[config.mk]
export PLATFORM = sky130hd
export DESIGN_NAME = apc_bank_tracker
export DESIGN_NICKNAME = d
export VERILOG_FILES = /design/src/rtl/apc_pkg.sv /design/src/rtl/apc_bank_ctl.sv /design/src/rtl/apc_dqm_guard.sv /design/src/rtl/apc_bank_tracker.sv
export SDC_FILE = /design/constraint.sdc
export NUM_CORES = 1
export LEC_CHECK = 0
export ABC_AREA = 1
export BUFFER_PORTS_ARGS = -buffer_cell sky130_fd_sc_hd__buf_2
export CAP_MARGIN = 15
export CORE_MARGIN = 10
export CORE_UTILIZATION = 67
export DETAILED_ROUTE_END_ITERATION = 12
export GPL_TIMING_DRIVEN = 0
export PLACE_DENSITY = 0.85
export SYNTH_ARGS = -nofsm -noshare
export SYNTH_HDL_FRONTEND = slang
export SYNTH_HIERARCHICAL = 1
export SYNTH_SLANG_ARGS = --single-unit
export TNS_END_PERCENT = 50
[constraint.sdc]
create_clock -name clk -period 4 [get_ports clk]
set_clock_uncertainty 0.2 [all_clocks]
set_input_delay 0 -clock clk [delete_from_list [all_inputs] [get_ports clk]]
set_output_delay 0 -clock clk [all_outputs]
set_load 0.01 [all_outputs]
[src/rtl/apc_pkg.sv]
package apc_pkg;

  typedef enum logic [1:0] {
    OP_NONE = 2'd0,
    OP_ACT  = 2'd1,
    OP_RD   = 2'd2,
    OP_WR   = 2'd3
  } apc_op_e;

  typedef enum logic [1:0] {
    BK_IDLE,
    BK_OPEN,
    BK_BURST,
    BK_PRECHG
  } bank_st_e;

  // delay in ns converted to clock cycles, rounded up
  function automatic int ns_to_cycles(input int ns, input int clk_ps);
    return (ns * 1000 + clk_ps - 1) / clk_ps;
  endfunction

endpackage

[src/rtl/apc_bank_ctl.sv]
module apc_bank_ctl
  import apc_pkg::*;
#(
  parameter int BANK_IDX = 0,
  parameter int BANK_W   = 2,
  parameter int BL_W     = 4,
  parameter int CNT_W    = 6,
  parameter int CAS_LAT  = 3,
  parameter int T_RAS    = 6,
  parameter int T_WR     = 2,
  parameter int T_RP     = 3
) (
  input  logic              clk,
  input  logic              rst,
  input  apc_op_e           op,
  input  logic [BANK_W-1:0] bank,
  input  logic              ap,
  input  logic [BL_W-1:0]   bl,
  output logic              pre_start,
  output logic              bus_done,
  output logic              ready
);

  localparam logic [CNT_W-1:0] RAS_C = CNT_W'(T_RAS);
  localparam logic [CNT_W-1:0] WR_C  = CNT_W'(T_WR);
  localparam logic [CNT_W-1:0] RP_C  = CNT_W'(T_RP);
  localparam logic [CNT_W-1:0] CL_C  = CNT_W'(CAS_LAT);
  localparam logic [CNT_W-1:0] ONE   = CNT_W'(1);

  bank_st_e          st;
  logic [CNT_W-1:0]  ras_cnt, pre_cnt, bus_cnt, rp_cnt, beats_left;
  logic              burst_wr;
  logic              own, rdwr, intr, ras_ok;
  logic [CNT_W-1:0]  bl_c;

  assign own    = (bank == BANK_W'(BANK_IDX));
  assign rdwr   = (op == OP_RD) || (op == OP_WR);
  assign intr   = rdwr && !own && (st == BK_BURST) && (beats_left != '0);
  assign ras_ok = (ras_cnt >= RAS_C);
  assign bl_c   = CNT_W'(bl);
  assign ready  = (st == BK_IDLE);

  always_ff @(posedge clk) begin
    if (rst) begin
      st         <= BK_IDLE;
      ras_cnt    <= '0;
      pre_cnt    <= '0;
      bus_cnt    <= '0;
      rp_cnt     <= '0;
      beats_left <= '0;
      burst_wr   <= 1'b0;
      pre_start  <= 1'b0;
      bus_done   <= 1'b0;
    end else begin
      pre_start <= 1'b0;
      bus_done  <= 1'b0;
      if (st != BK_IDLE && ras_cnt < RAS_C) ras_cnt <= ras_cnt + ONE;
      if (bus_cnt != '0) begin
        bus_cnt <= bus_cnt - ONE;
        if (bus_cnt == ONE) bus_done <= 1'b1;
      end
      if (beats_left != '0) beats_left <= beats_left - ONE;
      case (st)
        BK_IDLE: begin
          if (op == OP_ACT && own) begin
            st      <= BK_OPEN;
            ras_cnt <= ONE;
          end
        end
        BK_OPEN: begin
          if (rdwr && own && ap) begin
            st         <= BK_BURST;
            burst_wr   <= (op == OP_WR);
            beats_left <= bl_c - ONE;
            pre_cnt    <= (op == OP_WR) ? bl_c + WR_C - ONE : bl_c + CL_C;
            bus_cnt    <= (op == OP_WR) ? bl_c : bl_c + CL_C;
          end
        end
        BK_BURST: begin
          if (intr) begin
            beats_left <= '0;
            if (burst_wr) begin
              // write cut: last beat was the previous cycle, recovery follows
              pre_cnt  <= WR_C;
              bus_cnt  <= '0;
              bus_done <= 1'b1;
            end else begin
              if (op == OP_WR) begin
                bus_cnt  <= '0;
                bus_done <= 1'b1;
              end else begin
                bus_cnt <= CL_C;
              end
              if (ras_ok) begin
                pre_start <= 1'b1;
                st        <= BK_PRECHG;
                rp_cnt    <= RP_C;
              end else begin
                pre_cnt <= ONE;
              end
            end
          end else if (pre_cnt <= ONE) begin
            if (ras_ok) begin
              pre_start <= 1'b1;
              st        <= BK_PRECHG;
              rp_cnt    <= RP_C;
            end
          end else begin
            pre_cnt <= pre_cnt - ONE;
          end
        end
        BK_PRECHG: begin
          if (rp_cnt <= ONE) st <= BK_IDLE;
          else rp_cnt <= rp_cnt - ONE;
        end
        default: st <= BK_IDLE;
      endcase
    end
  end

  // edges since the last precharge pulse, for the tRP check
  logic [CNT_W-1:0] since_pre;
  always_ff @(posedge clk) begin
    if (rst) since_pre <= '0;
    else if (pre_start) since_pre <= ONE;
    else if (since_pre != '0 && since_pre != '1) since_pre <= since_pre + ONE;
  end

  p_pre_after_ras_r8: assert property (@(posedge clk) disable iff (rst)
    pre_start |-> ras_cnt >= RAS_C);
  p_pre_single_r9: assert property (@(posedge clk) disable iff (rst)
    pre_start |=> !pre_start);
  p_ready_after_rp_r9: assert property (@(posedge clk) disable iff (rst)
    $rose(ready) |-> since_pre == RP_C);
  p_act_drops_ready_r2: assert property (@(posedge clk) disable iff (rst)
    (op == OP_ACT && own && ready) |=> !ready);

endmodule

[src/rtl/apc_dqm_guard.sv]
module apc_dqm_guard
  import apc_pkg::*;
#(
  parameter int BL_W    = 4,
  parameter int CNT_W   = 6,
  parameter int CAS_LAT = 3
) (
  input  logic            clk,
  input  logic            rst,
  input  apc_op_e         op,
  input  logic [BL_W-1:0] bl,
  input  logic            wr_ahead,
  output logic            dqm_hi
);

  localparam logic [CNT_W-1:0] CL_C = CNT_W'(CAS_LAT);

  logic [CNT_W-1:0] rd_left;
  logic [1:0]       mask_cnt;

  always_ff @(posedge clk) begin
    if (rst) begin
      rd_left  <= '0;
      mask_cnt <= '0;
    end else begin
      if (op == OP_RD) rd_left <= CNT_W'(bl) + CL_C;
      else if (op == OP_WR) rd_left <= '0;
      else if (rd_left != '0) rd_left <= rd_left - CNT_W'(1);

      if (wr_ahead && rd_left != '0) mask_cnt <= 2'd2;
      else if (mask_cnt != '0) mask_cnt <= mask_cnt - 2'd1;
    end
  end

  assign dqm_hi = (mask_cnt != '0);

  p_mask_cause_r11: assert property (@(posedge clk) disable iff (rst)
    $rose(dqm_hi) |-> $past(wr_ahead));
  p_mask_two_r11: assert property (@(posedge clk) disable iff (rst)
    $rose(dqm_hi) |=> dqm_hi);
  p_mask_quiet_r12: assert property (@(posedge clk) disable iff (rst)
    (wr_ahead && rd_left == '0 && mask_cnt <= 2'd1) |=> !dqm_hi);

endmodule

[src/rtl/apc_bank_tracker.sv]
module apc_bank_tracker
  import apc_pkg::*;
#(
  parameter int CLK_PS    = 7500,
  parameter int CAS_LAT   = 3,
  parameter int NUM_BANKS = 4,
  parameter int BL_W      = 4,
  parameter int TRAS_NS   = 45,
  parameter int TWR_NS    = 14,
  parameter int TRP_NS    = 19
) (
  input  logic                         clk,
  input  logic                         rst,
  input  logic [1:0]                   cmd_op,
  input  logic [$clog2(NUM_BANKS)-1:0] cmd_bank,
  input  logic                         cmd_ap,
  input  logic [BL_W-1:0]              cmd_bl,
  input  logic                         wr_ahead,
  output logic [NUM_BANKS-1:0]         pre_start,
  output logic [NUM_BANKS-1:0]         bus_done,
  output logic [NUM_BANKS-1:0]         bank_ready,
  output logic                         dqm_hi
);

  localparam int BANK_W = $clog2(NUM_BANKS);
  localparam int T_RAS  = ns_to_cycles(TRAS_NS, CLK_PS);
  localparam int T_WR   = ns_to_cycles(TWR_NS, CLK_PS);
  localparam int T_RP   = ns_to_cycles(TRP_NS, CLK_PS);
  localparam int CNT_W  = $clog2((1 << BL_W) + CAS_LAT + T_WR + T_RAS + T_RP + 2);

  apc_op_e op;
  assign op = apc_op_e'(cmd_op);

  for (genvar b = 0; b < NUM_BANKS; b++) begin : g_bank
    apc_bank_ctl #(
      .BANK_IDX (b),
      .BANK_W   (BANK_W),
      .BL_W     (BL_W),
      .CNT_W    (CNT_W),
      .CAS_LAT  (CAS_LAT),
      .T_RAS    (T_RAS),
      .T_WR     (T_WR),
      .T_RP     (T_RP)
    ) u_bank (
      .clk       (clk),
      .rst       (rst),
      .op        (op),
      .bank      (cmd_bank),
      .ap        (cmd_ap),
      .bl        (cmd_bl),
      .pre_start (pre_start[b]),
      .bus_done  (bus_done[b]),
      .ready     (bank_ready[b])
    );
  end

  apc_dqm_guard #(
    .BL_W    (BL_W),
    .CNT_W   (CNT_W),
    .CAS_LAT (CAS_LAT)
  ) u_dqm (
    .clk      (clk),
    .rst      (rst),
    .op       (op),
    .bl       (cmd_bl),
    .wr_ahead (wr_ahead),
    .dqm_hi   (dqm_hi)
  );

endmodule

Word level (Yosys, flattened, before mapping)
Index checks and enable logic that the tools add are counted.
{ "op_classes": {"order_cmp": 16, "bitwise": 4, "addsub": 26, "muxes": 176, "n_reduce_logical": 84, "n_eq_ne": 54} }
{ "op_table": {"columns": ["cell", "n"], "rows": [
  ["$mux W5", 83],
  ["$pmux W5 S2", 16],
  ["$sub A5 B1 Y5 const B", 18],
  ["$mux W2", 33],
  ["$reduce_bool A5 Y1", 9],
  ["$le A5 B1 Y1 const B", 8],
  ["$mux W1", 40],
  ["$pmux W2 S4", 4],
  ["$reduce_and A4 Y1", 8],
  ["$logic_and A1 B1 Y1", 29],
  ["$reduce_bool A2 Y1", 14],
  ["$eq A2 B2 Y1 const B", 12],
  ["$ne A3 B2 Y1 const B", 8],
  ["$add A5 B1 Y5 const B", 4],
  ["$eq A5 B1 Y1 const B", 4],
  ["$ge A5 B3 Y1 const B", 4],
  ["$lt A5 B3 Y1 const B", 4],
  ["$reduce_and A5 Y1", 4],
  ["$ne A2 B1 Y1 const B", 8],
  ["$ne A2 B2 Y1 const B", 8],
  ["$ne A4 B3 Y1 const B", 4],
  ["$eq A2 B1 Y1 const B", 6],
  ["$ne A3 B3 Y1 const B", 4],
  ["$add A4 B2 Y5 const B", 2],
  ["other kinds (9)", 26]
]} }
{ "word_totals": {"regBits": 127, "output_inout_bits": 13, "elab_cells": 399, "inputBits": 12} }

Logic depth before layout (Yosys ltp)
Gate-level depths: netlist of the first run.
{ "depth": {"depth_word": 7, "depth_mapped": 13, "depth_no_buf": 12} }

By module
The synthesis of the first run kept the hierarchy.
{ "modules_own_cells": {"columns": ["module", "area_per_inst_um2", "seq_area_each_um2", "n_inst", "cells_per_inst"], "rows": [
  ["apc_bank_ctl (g_bank[1].u_bank ...)", 2114.5, 600.6, 2, 314],
  ["apc_bank_ctl (g_bank[3].u_bank)", 2294.7, 600.6, 1, 342],
  ["apc_bank_ctl (g_bank[0].u_bank)", 2175.8, 600.6, 1, 328],
  ["apc_dqm_guard", 424.2, 140.1, 1, 65]
]} }

Worst setup path after synthesis of the first run
Ideal clock, no wire load.
{ "synth_path": {"path_kind": "register to register", "from": "register g_bank[0].u_bank.st[0]", "to": "register g_bank[0].u_bank.pre_cnt[0]", "t_arrival_ns": 1.423, "setup_time_ns": 0.113, "n_path_buf": 0, "path_stages_with_launch": 8, "setup_slack_ns": 2.264, "period_less_slack_ns": 1.736, "required_ns": 3.687, "cell_sequence": "dfxtp_1 inv_1 ha_1 inv_1 a21oi_1 nand3_4 nor2_1 nor2_1"} }
{ "synth_between": {"elab_chain_cells": 5, "elab_cells_between_ends": 11, "cone_classes": "5 x eq/ne; 2 x mux; 4 x reduce/logical"} }
{ "synth_lines": {"columns": ["item", "line", "source"], "rows": [
  ["start: declaration", "apc_bank_ctl.sv:30", "bank_st_e st;"],
  ["start signal: assignment", "apc_bank_ctl.sv:45", "st <= BK_IDLE;"],
  ["start signal: assignment", "apc_bank_ctl.sv:66", "st <= BK_OPEN;"],
  ["start signal: assignment", "apc_bank_ctl.sv:72", "st <= BK_BURST;"],
  ["$eq A2 B2 Y1", "apc_bank_ctl.sv:38, apc_bank_ctl.sv:63", null],
  ["$logic_and A1 B1 Y1 (2 in a row)", "apc_bank_ctl.sv:38", "assign intr = rdwr && !own && (st == BK_BURST) && (beats_left != '0);"],
  ["$ne A4 B3 Y1 (no line) (tied with other cells)", null, null],
  ["$reduce_and A4 Y1 (no line) or $pmux W5 S2 (tied branches)", null, null],
  ["end signal: assignment", "apc_bank_ctl.sv:75", "pre_cnt <= (op == OP_WR) ? bl_c + WR_C - ONE : bl_c + CL_C;"],
  ["end signal: assignment", "apc_bank_ctl.sv:109", "pre_cnt <= pre_cnt - ONE;"],
  ["end: declaration", "apc_bank_ctl.sv:31", "logic [CNT_W-1:0] ras_cnt, pre_cnt, bus_cnt, rp_cnt, beats_left;"]
]} }
Parallel ways exist; a longest one is shown, timed or not.
A chain may end at the register's enable or synchronous reset.

Final worst setup path of the first run
{ "layout_path": {"from": "input port cmd_bank[1]", "to": "register g_bank[0].u_bank.ras_cnt[2]"} }
{ "layout_between": {"elab_chain_cells": 4} }
{ "layout_lines": {"columns": ["item", "line", "source"], "rows": [
  ["start: declaration", "apc_bank_tracker.sv:15", "input logic [$clog2(NUM_BANKS)-1:0] cmd_bank,"],
  ["$logic_not A2 Y1", "apc_bank_ctl.sv:36", "assign own = (bank == BANK_W'(BANK_IDX));"],
  ["$logic_and A1 B1 Y1", "apc_bank_ctl.sv:65", "if (op == OP_ACT && own) begin"],
  ["$mux W5", "apc_bank_ctl.sv:65", null],
  ["$mux W5", "apc_bank_ctl.sv:63", "case (st)"],
  ["end signal: assignment", "apc_bank_ctl.sv:57", "if (st != BK_IDLE && ras_cnt < RAS_C) ras_cnt <= ras_cnt + ONE;"],
  ["end: declaration", "apc_bank_ctl.sv:31", null]
]} }
Every way passes these cells.

==> results.cfg, run 1 <==
[routing]
vias = 8800
avgRoutedWirePerCell_microns = 13.1
viasPerCell = 5.47
drt_iter0_drc = 861
firstDrtPassIters = 5
finalWirelength_mm = 21.1
drc = 0
ant_nets = 0

[timing]
maxSlewHeadroom = 0.616
rsz0062_at_grt = no
drv_slew = 0
min_period_over_period = 0.580
tns_ps = 0
finalSetupViolCount = 0
worst_pin_slew_ps = 576
fmax_mhz = 431
final-hold-violation-count = 0
period_needed_ps = 2320

[synth]
synth_commonest_cells = nand2_1, inv_1, nor2_1, dfxtp_1, nand3_1
synth-edff-count = 0
avgSynthCellArea_sq_um = 6.69
async_flop_share = 0
synthCells = 1363
ys_warn_count = 6
synth.top_cells.by_area = dfxtp_1, nand2_1, ha_1
syn_area_sq_um = 9120
synthesis.nets = 1441
yosys_most_used_dff = dfxtp_1
yosysSeqAreaShare = 0.279
synth_top_area_frac = 0.279
ys_ff_latch = 127
yosysTopAreaCell = dfxtp_1
yosysUniqueCellTypes = 44
synth_most_common_cell = nand2_1

[cts]
htreeDepth = 4
cts_resized = 0
postCtsSetupBuffers = 0
clockBufferDepth = 2
cts_tree = yes
cts_sinks = 127
cts_buffers = 17
cts_hold_buf = 15
cts-root-buf = clkbuf_16
insertion_delay_ps = 430
clk_pin_slew_ps = 60

[worst_hold_path]
min_path_cells = 5
worstHoldStart = cmd_op[1]
hold_path.class = input pin to flop
whs_endpoint = g_bank[3].u_bank/burst_wr

[setup_path]
startpoint_type = input pin
r2r-end = g_bank[1].u_bank/rp_cnt[3]
cp.required_ps = 4120
critPathCaptureType = flop
reg2reg_from = g_bank[1].u_bank/st[0]
critical_path_arrival_ps = 2440
cp_max_fo = 5
reg2reg_depth = 8
rrSetupSlack_ps = 1910
path_class = input pin to flop

[placement]
port_buffers = 24
place_congestion = 0.920
dpl.cell_count = 1563
hpwl_mm = 14.7

[floorplan]
die_x_microns = 137
die-height_microns = 137
die-area_sq_um = 18700
rows = 42
core_sq_um = 13300
pin_count = 25
start_util = 0.686

[power_and_ir_drop]
pwr_density_cell_nw_per_um2 = 695
peakVddDrop_mv = 0.462
p_leak_nw = 4.79
power.total_mw = 7.09

[cells_and_area]
areaGrowthSynthToFinish_pct = 11.8
antenna_cells = 0
nets = 1499
finalNonFillerCells = 1610
n_fill_cell = 1037
drive_above_1_share = 0.107

[status]
status = complete, no violations

[global_routing]
overflow = 0
track_usage = 0.230
grt_max_degree = 24
antenna_found_initial = 0
grt_pass1_wl_mm = 35.9
grt_pass1_vias = 7988

[run]
maxCapViolCount = 0
==> routing by layer <==
layer,part of all wire,track usage,up-vias
met3,0.057,0.0462,26
met2,0.48,0.387,256
met1,0.45,0.289,3999
li1,-,-,4519
met5,0,0,-
met4,0.014,0.0740,0
==> flip-flops by register name, summed over array words and instances (netlist names) <==
| name | count |
|---|---|
| u_dqm/rd_left | 5 |
| u_dqm/mask_cnt | 2 |
| g_bank.u_bank/bus_cnt | 20 |
| g_bank.u_bank/st | 8 |
| g_bank.u_bank/ras_cnt | 20 |
| g_bank.u_bank/rp_cnt | 20 |
| g_bank.u_bank/pre_cnt | 20 |
| g_bank.u_bank/beats_left | 20 |
| g_bank.u_bank/pre_start | 4 |
| g_bank.u_bank/burst_wr | 4 |
| g_bank.u_bank/bus_done | 4 |
==> worst max-delay path by stage <==
stage	cells past startpoint	to	slack, ps	start
2_1_floorplan	7	g_bank[0].u_bank/pre_cnt[0]	2260	g_bank[0].u_bank/st[0]
3_3_place_gp	7	g_bank[0].u_bank/pre_cnt[0]	1990	g_bank[0].u_bank/st[0]
3_5_place_dp	8	g_bank[1].u_bank/rp_cnt[3]	1970	g_bank[1].u_bank/st[0]
4_1_cts	7	g_bank[0].u_bank/ras_cnt[2]	1690	cmd_bank[1]
5_1_grt	7	g_bank[0].u_bank/ras_cnt[2]	1660	cmd_bank[1]
6_report	7	g_bank[0].u_bank/ras_cnt[2]	1680	cmd_bank[1]
==> layout by cell type (no fill, tap or decap), types with 16 or more instances in the layout <==
cell type / instances
ha_1: 66
nor2_4: 16
nor2_1: 149
o21ai_0: 60
buf_2: 35
a21oi_1: 93
xor2_1: 42
nand2_1: 325
nand3_1: 100
clkbuf_16: 17
dfxtp_1: 127
nand4_1: 42
inv_1: 176
==> cells by family (layout without fill, tap and decap cells) <==
logic type,after synthesis,count (layout),share of synthesized area
fa+ha+maj,66,66,0.0905
compound gates,183,183,0.107
buf+inv,214,285,0.0916
xor+xnor,55,55,0.0528
flops,127,127,0.279
simple gates,718,718,0.380
==> final cells by class <==
type	count	area, sq um	share of cell area
Buffer	23	111	0.0109
Clock buffer	19	443	0.0434
Clock inverter	13	141	0.0139
Inverter	191	724	0.0710
Multi-Input combinational cell	1022	5750	0.563
Sequential cell	127	2540	0.249
Tap cell	176	220	0.0216
Timing Repair Buffer	39	270	0.0265
==> critical path, stage by stage <==
cell	delay (ps)
dlygate4sd3_1	530
buf_2	170
nor2_4	210
dlygate4sd3_1	620
nand3_1	110
dlygate4sd3_1	600
and3_1	190
==> where the power goes <==
part	total (mW)	internal (mW)	leakage [nW]	switching, mW
clock	1.54	0.933	0.279	0.603
combinational	3.73	1.35	3.48	2.39
sequential	1.82	1.58	1.04	0.241
==> metrics by stage <==
| step | util | hold slack [ps] | setup slack (ps) | instance area, sq um |
|---|---|---|---|---|
| 4_1_cts | 0.767 | 72.5 | 1690 | 10200 |
| 3_3_place_gp | 0.712 | 66.0 | 1990 | 9460 |
| 2_1_floorplan | - | -131 | 2260 | 9120 |
| 5_1_grt | 0.767 | 101 | 1660 | 10200 |
| 6_report | 0.767 | 89.5 | 1680 | 10200 |
| 3_5_place_dp | 0.712 | 72.6 | 1970 | 9460 |
No activity file was read; power rests on OpenSTA's default activity.
==> run 2: changes to the inputs <==
ABC_AREA = 0   (was 1)
CORE_UTILIZATION = 64   (was 67)
PLACE_DENSITY = 0.82   (was 0.85)
clock period = 2.3 ns   (was 4 ns; I/O delays follow)
==> run 2 against run 1 <==
Compared with the run above:
- the flow now finishes with violations (setup timing)
- sequential share of layout area increased by 0.43 points
- clock power increased by 79%
- register-to-register slack got worse by 1900 ps
- total power increased by 73%
- non-clock buffer count increased by 22
- sequential power increased by 79%
- area after synthesis decreased by 5.7%
- largest cell class unchanged
==> results.cfg, run 2 <==
[floorplan]
die_x_microns = 136
start_util = 0.652
die-height_microns = 136
rows = 42
core_sq_um = 13200
pin_count = 25
die-area_sq_um = 18500

[routing]
firstDrtPassIters = 7
ant_nets = 0
avgRoutedWirePerCell_microns = 16.9
drc = 0
viasPerCell = 6.32
finalWirelength_mm = 22.3
drt_iter0_drc = 813
vias = 8324

[timing]
rsz0062_at_grt = yes
min_period_over_period = 1.01
drv_slew = 0
period_needed_ps = 2330
worst_pin_slew_ps = 904
finalSetupViolCount = 1
postLayoutSetupSlackWorst_ps = -31.4
final-hold-violation-count = 0
fmax_mhz = 429
maxSlewHeadroom = 0.391

[cells_and_area]
areaGrowthSynthToFinish_pct = 16.8
most-common-layout-cells = dfxtp_1, nor2_1, nand2_1, inv_1, a21oi_1
layout_commonest_cell = dfxtp_1
antenna_cells = 0
nets = 1207
finalNonFillerCells = 1318
n_fill_cell = 962
drive_above_1_share = 0.142

[synth]
synth_compound_area_frac = 0.257
synthAdderAreaFrac = 0.0971
yosysSeqAreaShare = 0.295
synth-edff-count = 0
ys_warn_count = 6
synth_commonest_cells = dfxtp_1, nor2_1, nand2_1, inv_1, ha_1
synth.top_cells.by_area = dfxtp_1, ha_1, nor2_1
synthCells = 1063
synth_top_family_by_area = compound AO/OA/AOI/OAI gates
yosys_most_used_dff = dfxtp_1
syn_area_sq_um = 8600
synthesis.nets = 1141
async_flop_share = 0
avgSynthCellArea_sq_um = 8.09
yosysUniqueCellTypes = 86
yosys.area_share.xor_xnor = 0.0590
synthMuxAreaShare = 0.0234
synthSimpleGateAreaFrac = 0.209
synth_top_area_frac = 0.295
synth_most_common_cell = dfxtp_1
yosysTopAreaCell = dfxtp_1
ys_ff_latch = 127

[placement]
hpwl_mm = 14.2
port_buffers = 24
dpl.cell_count = 1263
dp_slack_ps = -221
place_congestion = 0.888

[setup_path]
critical_path_arrival_ps = 2460
cp_slowest_stage_delay_ps = 520
slowest_stage = o21ai_0
critical_path.cell_chain = or3_1, o21ai_0, o221ai_2, or4b_1, o31ai_1
critPathCaptureType = flop
path_class = flop to flop
rrSetupSlack_ps = -30
startpoint_type = flop
cp_max_fo = 5
cp.required_ps = 2430

[cts]
cts_sinks = 127
insertion_delay_ps = 410
clk_pin_slew_ps = 60
cts_tree = yes
cts-root-buf = clkbuf_16
clockBufferDepth = 2
cts_buffers = 17
htreeDepth = 4

[global_routing]
overflow = 0
grt_pass1_wl_mm = 36.3
antenna_found_initial = 0
grt_max_degree = 34
track_usage = 0.233
grt_pass1_vias = 7669

[power_and_ir_drop]
p_leak_nw = 3.99
peakVddDrop_mv = 0.767
pwr_density_cell_nw_per_um2 = 1220

[worst_hold_path]
hold_path.class = input pin to flop

[run]
maxCapViolCount = 0

[status]
status = complete, but fails checks
violations = setup timing
## run 2: cell count changes in the layout (fill, tap and decap cells not counted), sizes merged, moves of 13 or more
cell,change
nand2,-248
nand3,-104
and2,+15
a21oi,-29
nor2,-60
xnor2,+22
mux2i,+19
nand4,-33
nor3,+21
nor4b,+13
xor2,-19
clkbuf,+19
a211oi,+18
inv,-100
## run 2: power breakdown
group	internal [mW]	total (mW)	switching [mW]
clock network	1.78	2.76	0.976
logic	2.79	6.25	3.45
registers	2.71	3.25	0.538
## run 2: worst max-delay path: cells and delay by family (launching register included)
kind | cells | cell delay, ps
compound gates | 3 | 830
simple gates | 2 | 880
flops | 1 | 340
## run 2: per-layer routing
| metal | wire length [microns] | vias to the layer above | GRT usage | part of all wire |
|---|---|---|---|---|
| met1 | 9630 | 3952 | 0.292 | 0.43 |
| met3 | 1270 | 73 | 0.0402 | 0.057 |
| met5 | 0 | - | 0 | 0 |
| met2 | 10700 | 303 | 0.386 | 0.48 |
| met4 | 738 | 0 | 0.0964 | 0.033 |
| li1 | - | 3996 | - | - |
## run 2: cells by family after synthesis
logic type	Yosys count
mux	20
simple gates	358
flops	127
compound gates	307
fa+ha+maj	67
xor+xnor	58
buf+inv	126
## run 2: final timing paths
path,startpoint,endpoint,depth (start not counted)
worst max-delay path,g_bank[3].u_bank/rp_cnt[2],g_bank[3].u_bank/st[1],5
worst min-delay path,cmd_bl[1],g_bank[0].u_bank/bus_cnt[1],3
worst max register to register,g_bank[3].u_bank/rp_cnt[2],g_bank[3].u_bank/st[1],5
worst min register to register,g_bank[3].u_bank/rp_cnt[4],g_bank[3].u_bank/rp_cnt[4],2
## run 2: cell type report
type / count / area [sq um] / share of cell area
plain buffers: 32 / 143 / 0.0142
clock buffers: 22 / 474 / 0.0472
clock inverters: 10 / 135 / 0.0134
inverters: 89 / 334 / 0.0333
multi-input cells: 810 / 5840 / 0.581
flip-flops and latches: 127 / 2550 / 0.254
well taps: 176 / 220 / 0.0219
repair buffers: 52 / 353 / 0.0351
## run 2: what timing repair did
action / 4_1_cts / 5_1_grt
endpoints found under the setup margin: 53 / 70
hold endpoints to repair: 10 / 0
resized for setup: 30 / 36
hold buffers: 10 / 0
pin swaps: 5 / 13
cloned: 2 / 0
setup buffers: 8 / 8
## run 2: stage by stage
stage / setup TNS (ps) / power [mW] / util / area (sq um) / hold WS (ps)
after detailed placement: -3910 / 8.54 / 0.678 / 8940 / 95.7
final: -31.4 / 12.3 / 0.762 / 10000 / 47.6
after global routing: -433 / 13.1 / 0.762 / 10000 / 59.1
after floorplan: 0 / 7.44 / - / 8600 / -131
after global placement: -1970 / 8.42 / 0.678 / 8940 / 80.2
after CTS: 0 / 11.7 / 0.746 / 9840 / 8.09
==> run 3: changes to the inputs <==
CTS_BUF_LIST = sky130_fd_sc_hd__clkbuf_16   (was not set)
==> run 3 against run 2 <==
Compared with the run above:
- the flow still finishes with violations (setup timing)
- via count up 0.23%
- global-route usage up 0.062 points
- sequential power about the same
- worst hold slack worse by 8.8 ps
- sequential share of layout area up 0.12 points
- non-clock buffer count unchanged
- setup slack better by 8.2 ps
- combinational power down 0.6%
- maximum frequency up 0.35%
- critical path depth unchanged
- critical path type unchanged
==> results.cfg, run 3 (synthesized netlist as in run 2, its figures left out) <==
[cells_and_area]
finalNonFillerCells = 1318
drive_above_1_share = 0.139
layout_commonest_cell = dfxtp_1
antenna_cells = 0
nets = 1207
areaGrowthSynthToFinish_pct = 16.2
most-common-layout-cells = dfxtp_1, nor2_1, nand2_1, inv_1, a21oi_1

[placement]
dp_slack_ps = -221
place_congestion = 0.888
dpl.cell_count = 1263
port_buffers = 24
hpwl_mm = 14.2

[setup_path]
critPathCaptureType = flop
startpoint_type = flop
path_class = flop to flop
cp.required_ps = 2430
cp_max_fo = 5
critical_path_arrival_ps = 2450

[floorplan]
die-height_microns = 136
die-area_sq_um = 18500
rows = 42
pin_count = 25
die_x_microns = 136
core_sq_um = 13200
start_util = 0.652

[timing]
worst_pin_slew_ps = 899
finalSetupViolCount = 1
fmax_mhz = 430
postLayoutSetupSlackWorst_ps = -23.3
final-hold-violation-count = 0
rsz0062_at_grt = yes
maxSlewHeadroom = 0.394
period_needed_ps = 2320
drv_slew = 0
min_period_over_period = 1.01
hold_ws_ps = 38.8

[cts]
insertion_delay_ps = 410
cts_buffers = 17
cts_tree = yes
cts_sinks = 127
htreeDepth = 4
clk_pin_slew_ps = 60
cts-root-buf = clkbuf_16
clockBufferDepth = 2

[routing]
viasPerCell = 6.33
drc = 0
ant_nets = 0
drt_iter0_drc = 785
finalWirelength_mm = 22.3
firstDrtPassIters = 6
vias = 8343
avgRoutedWirePerCell_microns = 16.9

[power_and_ir_drop]
pwr_density_cell_nw_per_um2 = 1210
p_leak_nw = 3.98
peakVddDrop_mv = 0.767

[global_routing]
antenna_found_initial = 0
grt_max_degree = 34
grt_pass1_wl_mm = 36.4
grt_pass1_vias = 7673
track_usage = 0.233
overflow = 0

[worst_hold_path]
hold_path.class = input pin to flop

[status]
violations = setup timing
status = complete, but fails checks

[run]
maxCapViolCount = 0
## run 3: worst paths after layout
| path | start | endpoint | slack, ps | cells past startpoint |
|---|---|---|---|---|
| worst max-delay path | g_bank[3].u_bank/rp_cnt[2] | g_bank[3].u_bank/st[1] | -20 | 5 |
| worst min-delay path | cmd_bl[1] | g_bank[0].u_bank/bus_cnt[1] | 40 | 3 |
| worst max register to register | g_bank[3].u_bank/rp_cnt[2] | g_bank[3].u_bank/st[1] | -20 | 5 |
| worst min register to register | g_bank[3].u_bank/rp_cnt[4] | g_bank[3].u_bank/rp_cnt[4] | 270 | 2 |
## run 3: final cells by class
class                   instances  area [sq um]
plain buffers                  32           144
clock buffers                  17           425
clock inverters                15           154
fillers                       980          3190
inverters                      89           334
multi-input cells             810          5820
flip-flops and latches        127          2550
well taps                     176           220
repair buffers                 52           353
## run 3: routing by layer
metal  vias up  global-route usage  part of all wire
li1       4005                   -                 -
met1      3950               0.294              0.43
met2       315               0.388              0.48
met3        73              0.0387             0.061
met4         0              0.0959             0.029
met5         -                   0                 0
## run 3: where the power goes
| part | internal [mW] | leakage, nW | switching (mW) | total (mW) |
|---|---|---|---|---|
| clock network | 1.67 | 0.280 | 0.975 | 2.65 |
| registers | 2.71 | 1.04 | 0.539 | 3.25 |
| logic | 2.77 | 2.67 | 3.44 | 6.21 |
| total | 7.15 | 3.98 | 4.95 | 12.1 |
## run 3: worst max-delay path: stages (launching register included)
cell      delay, ps
dfxtp_1         340
or3_1           370
o21ai_0         510
o221ai_2        240
or4b_1          510
o31ai_1          80
## run 3: through the flow
stage / util / total power, mW / TNS [ps] / cell area [sq um]
2_1_floorplan: - / 7.44 / 0 / 8600
3_3_place_gp: 0.678 / 8.42 / -1970 / 8940
3_5_place_dp: 0.678 / 8.54 / -3910 / 8940
4_1_cts: 0.744 / 11.6 / 0 / 9810
5_1_grt: 0.758 / 12.9 / -441 / 10000
6_report: 0.758 / 12.1 / -23.3 / 10000
## run 3: timing repair
item / 4_1_cts / 5_1_grt
hold endpoints to repair: 10 / 0
hold buffers: 10 / 0
pin swaps: 5 / 13
resized for setup: 29 / 37
cloned: 2 / 0
endpoints found under the setup margin: 52 / 70
buffers inserted: 8 / 8
